`src/rtl/jlink_exec.sv`:
```
module jlink_exec #(
  parameter int XLEN  = 64,
  parameter int IMM_W = 13,
  parameter int IDX_W = 5,
  parameter int AM_W  = 32
) (
  input  logic             clk,
  input  logic             rst,
  input  logic             in_valid,
  input  logic [XLEN-1:0]  cur_pc,
  input  logic [XLEN-1:0]  src_a,
  input  logic [XLEN-1:0]  src_b,
  input  logic             use_imm,
  input  logic [IMM_W-1:0] imm13,
  input  logic [IDX_W-1:0] dst_idx,
  input  logic             amask,
  output logic             out_valid,
  output logic [XLEN-1:0]  tgt_addr,
  output logic [XLEN-1:0]  link_val,
  output logic             wr_en,
  output logic [IDX_W-1:0] wr_idx,
  output logic             redirect,
  output logic             misalign_trap,
  output logic             fsr_upd_en,
  output logic             far_upd_en
);
  localparam int HI_W = XLEN - AM_W;

  logic [XLEN-1:0] addend, sum, link_n;
  logic            mis_n;

  assign addend = use_imm ? {{(XLEN-IMM_W){imm13[IMM_W-1]}}, imm13} : src_b;
  assign sum    = src_a + addend;
  assign link_n = amask ? {{HI_W{1'b0}}, cur_pc[AM_W-1:0]} : cur_pc;
  assign mis_n  = |sum[1:0];

  always_ff @(posedge clk) begin
    if (rst) begin
      out_valid     <= 1'b0;
      tgt_addr      <= '0;
      link_val      <= '0;
      wr_en         <= 1'b0;
      wr_idx        <= '0;
      redirect      <= 1'b0;
      misalign_trap <= 1'b0;
    end else begin
      out_valid     <= in_valid;
      misalign_trap <= in_valid && mis_n;
      redirect      <= in_valid && !mis_n;
      wr_en         <= in_valid && !mis_n && (dst_idx != '0);
      if (in_valid) begin
        tgt_addr <= sum;
        link_val <= link_n;
        wr_idx   <= dst_idx;
      end
    end
  end

  assign fsr_upd_en = 1'b0;
  assign far_upd_en = 1'b0;
endmodule


```
`config.mk`:
```
export PLATFORM = sky130hd
export DESIGN_NAME = jlink_exec
export DESIGN_NICKNAME = d
export VERILOG_FILES = /design/src/rtl/jlink_exec.sv
export SDC_FILE = /design/constraint.sdc
export NUM_CORES = 1
export LEC_CHECK = 0
export BUFFER_PORTS_ARGS = -buffer_cell sky130_fd_sc_hd__buf_2
export CAP_MARGIN = 20
export CORE_MARGIN = 8
export CORE_UTILIZATION = 50
export DETAILED_ROUTE_END_ITERATION = 6
export PLACE_DENSITY = 0.88
export SLEW_MARGIN = 30
export SYNTH_ARGS = -nofsm -noshare
export SYNTH_HDL_FRONTEND = slang
export SYNTH_SLANG_ARGS = --single-unit
```
`constraint.sdc`:
```
create_clock -name clk -period 4.5 [get_ports clk]
set_input_delay 0 -clock clk [delete_from_list [all_inputs] [get_ports clk]]
set_output_delay 0 -clock clk [all_outputs]
set_load 0.01 [all_outputs]
```
==> run_results.csv <==
group,metric,value,unit
status,status,"finished with violations",
status,failed_checks,"DRC",
route,dr_total_vias,10300,
sta,hold_slack,0.0753,ns
sta,fin_setup_tns,0,ns
sta,hold_violations,0,
final_layout,drive_gt1_frac,0.278,
worst_hold_path,holdCritPathClass,"in2reg",
critical_path,cp-endpoint,"tgt_addr[48]$_SDFFE_PP0P_",
critical_path,slowest_stage,"buf_4",
power_and_ir_drop,power_leakage,0.00625,µW
critical_path,r2r_setup_slack,3.35,ns
global_route,antenna_found_initial,0,
route,wl_per_cell,19.3,µm
critical_path,r2r-start,"link_val[0]$_SDFFE_PP0P_",
sta,timing.fmax,0.318,GHz
clocking,root_buffer,"clkbuf_16",
synthesis,syn-instance-count,1175,
power_and_ir_drop,switchingPower,1450,µW
sta,period_needed,3.14,ns
synthesis,syn_area_per_cell,7.89,µm²
power_and_ir_drop,clockPowerShare,0.343,
place,place_ws,0.903,ns
synthesis,netlist.area_leader.share,0.296,
die,coreArea,18500,µm²
route,wl_met3,2.55,mm
global_route,grt_pass1_vias,10200,
synthesis,yosys-top-cells-area,"dfxtp_1 30%, ha_1 8.5%, mux2i_1 6.9%",
route,finalWirelength,34.7,mm
place,io_buffers,351,
die,fp-row-count,50,
power_and_ir_drop,combPwrFrac,0.323,
place,post_dp_cell_area,11100,µm²
global_route,grt_util_all_layers,0.287,
final_layout,seq_area,2740,µm²
synthesis,synth_edf_count,0,
die,start_util,0.502,
final_layout,n_antenna_cell,0,
clocking,clk_path_buf_depth,2,
synthesis,yosysUniqueCellTypes,77,
final_layout,areaGrowthSynthToFinish,34.2,%
die,die_h,152,µm
global_route,grt_remaining_overflow,0,
critical_path,startpoint,"use_imm",
synthesis,yosys.area.top_type,"dfxtp_1",
critical_path,rr_worst_depth,3,
run,cap_violations,0,
route,vias_per_cell,5.70,
power_and_ir_drop,total_power,4150,µW
sta,postLayoutSetupSlackWorst,1.36,ns
route,wl_met2,16.2,mm
die,die_area,23200,µm²
sta,worst_slew_pin_slew,0.934,ns
clocking,post-cts-setup-buffer-count,0,
clocking,cts_tree,"built",
final_layout,fin_area,12400,µm²
power_and_ir_drop,p_int,2690,µW
final_layout,multi_input_area,5970,µm²
sta,maxSlewHeadroom,0.378,
route,ant_nets,0,
critical_path,r2r-end,"link_val[0]$_SDFFE_PP0P_",
critical_path,crit_path_end_kind,"register",
clocking,h-tree-depth,4,
clocking,numClockSinks,137,
place,gp_congestion,0.969,
synthesis,ys_warn_count,0,
critical_path,path_cells,"buf_2, buf_4, mux2_2, ha_1, fa_1, a21o_1, a31o_1, nand2_1, o21ai_1, a311oi_2, a21oi_2, a21oi_2, o21ai_1, a221o_1",
final_layout,fin_nets,1836,
route,highest_layer,"met4",
clocking,numCtsBuffers,17,
synthesis,synthFlopType,"dfxtp_1",
route,wl_met1,14.3,mm
global_route,grt_pass1_wl,54.7,mm
critical_path,cp.depth,14,
sta,finalSetupViolCount,0,
clocking,insertion_delay,0.42,ns
sta,drv_slew,0,
sta,clock_skew,0,ns
die,die_w,152,µm
critical_path,crit_type,"in2reg",
synthesis,synth_seq_cells,137,
place,dp_hpwl,25.1,mm
power_and_ir_drop,peakVddDrop,0.000247,V
synthesis,async_reset_ff_frac,0,
critical_path,required,4.81,ns
die,ioPinCount,354,
critical_path,cpLargestDelayFamily,"compound AO/OA/AOI/OAI gates",
route,drt_pass1_iterations,7,
power_and_ir_drop,seqPwrFrac,0.335,
sta,rsz0062_at_grt,"no",
critical_path,slowest_delay,0.48,ns
global_route,grt_max_degree,91,
clocking,clkTransAtPathRegs,0.07,ns
synthesis,synth-seq-area-share,0.296,
critical_path,critPathLaunchType,"primary input",
critical_path,cp_max_fo,64,
route,first_iter_violations,749,
power_and_ir_drop,p_sw_frac,0.350,
power_and_ir_drop,p_per_area,333,nW/µm²
clocking,postCtsResizedCells,0,
sta,fin_crit_sh,0.699,
critical_path,worstPathArrival,3.45,ns
synthesis,syn-cell-area,9270,µm²
critical_path,crit_buf_inv,2,
route,drc,1,
final_layout,fill_cells,1454,
## area by class of cell
cell class,instances,area share
sequential,137,0.220
clock buffer,18,0.0353
clock inverter,14,0.0125
multi-input combinational,896,0.480
timing repair buffer,434,0.207
tap,234,0.0235
inverter,71,0.0214
## how the worst min path moves through the flow
stage | start | endpoint | slack, ns | depth (start not counted)
after floorplan | dst_idx[4] | wr_en$_SDFF_PP0_ | 0.12 | 1
after global placement | cur_pc[51] | link_val[51]$_SDFFE_PP0P_ | 0.22 | 3
after detailed placement | cur_pc[59] | link_val[59]$_SDFFE_PP0P_ | 0.23 | 3
after CTS | src_a[62] | tgt_addr[63]$_SDFFE_PP0P_ | 0.05 | 5
after global routing | src_a[62] | tgt_addr[63]$_SDFFE_PP0P_ | 0.07 | 5
final | src_a[62] | tgt_addr[63]$_SDFFE_PP0P_ | 0.08 | 5
## through the flow
stage / util / std cells
2_1_floorplan: - / 1176
3_3_place_gp: 0.601 / 1697
3_5_place_dp: 0.601 / 1697
4_1_cts: 0.674 / 1804
5_1_grt: 0.674 / 1804
6_report: 0.674 / 1804
## tightest hold or removal path, cell delays in order
cell and delay [ns]:
buf_2 0.08, ha_1 0.14, a21o_1 0.10, a22oi_1 0.06
nand3_1 0.08
## power by group through the flow
stage          clock, µW  combinational [µW]  sequential, µW
6_report            1420                1340            1390
5_1_grt             1500                1450            1400
4_1_cts             1420                1310            1380
3_5_place_dp           0                1250            1410
3_3_place_gp           0                1230            1410
2_1_floorplan          0                 788            1450
## metal layers
layer	up-vias	track usage
li1	4879	-
met1	4715	0.347
met2	578	0.474
met3	105	0.0621
met4	0	0.146
met5	-	0
## cell usage after synthesis (all sizes together), types with 4 or more instances
cell type,number
dfxtp,137
nor2,135
o21ai,125
a21oi,103
nand2,84
inv,71
mux2i,64
ha,63
clkbuf,56
nor2b,37
a21o,34
xor2,31
xnor2,25
nand4,19
buf,16
nand3,14
nor3,14
mux2,12
a31oi,11
o31ai,9
a211oi,8
and2,8
o21a,8
a21boi,7
and3,7
nand2b,7
o211ai,7
nor4,6
o21bai,6
a221oi,4
o22ai,4
## registers in the layout (all words and copies together), names as in the netlist
name           count
link_val          64
redirect           1
misalign_trap      1
wr_en              1
out_valid          1
tgt_addr          64
wr_idx             5
## placed cells by master (no fill, tap or decap), drive strengths merged, types with 3 or more instances in the layout
master	instances
buf	359
dfxtp	137
nor2	135
o21ai	125
a21oi	103
nand2	84
inv	77
dlygate4sd3	75
mux2i	64
ha	63
nor2b	37
a21o	34
xor2	31
xnor2	25
nand4	19
clkbuf	18
nand3	14
nor3	14
mux2	12
a31oi	11
o31ai	9
and2	8
o21a	8
a211oi	8
nand2b	7
and3	7
o211ai	7
a21boi	7
o21bai	6
clkinv	6
nor4	6
o22ai	4
a221oi	4
and4	3
a211o	3
a221o	3
or4	3
a22oi	3
or3	3
## cells by family after synthesis
logic type / count (synthesis) / share of synthesized area
other cells: 1 / 0.000404
xor+xnor: 56 / 0.0529
simple gates: 348 / 0.177
mux: 76 / 0.0837
compound gates: 350 / 0.241
buf+inv: 143 / 0.0617
fa+ha+maj: 64 / 0.0872
flops: 137 / 0.296
## timing repair
action / in CTS / in global routing
hold endpoints to repair: 80 / 0
endpoints found under the setup margin: 0 / 0
hold buffers: 75 / 0
Note: power is estimated with default switching activity, not from simulation.
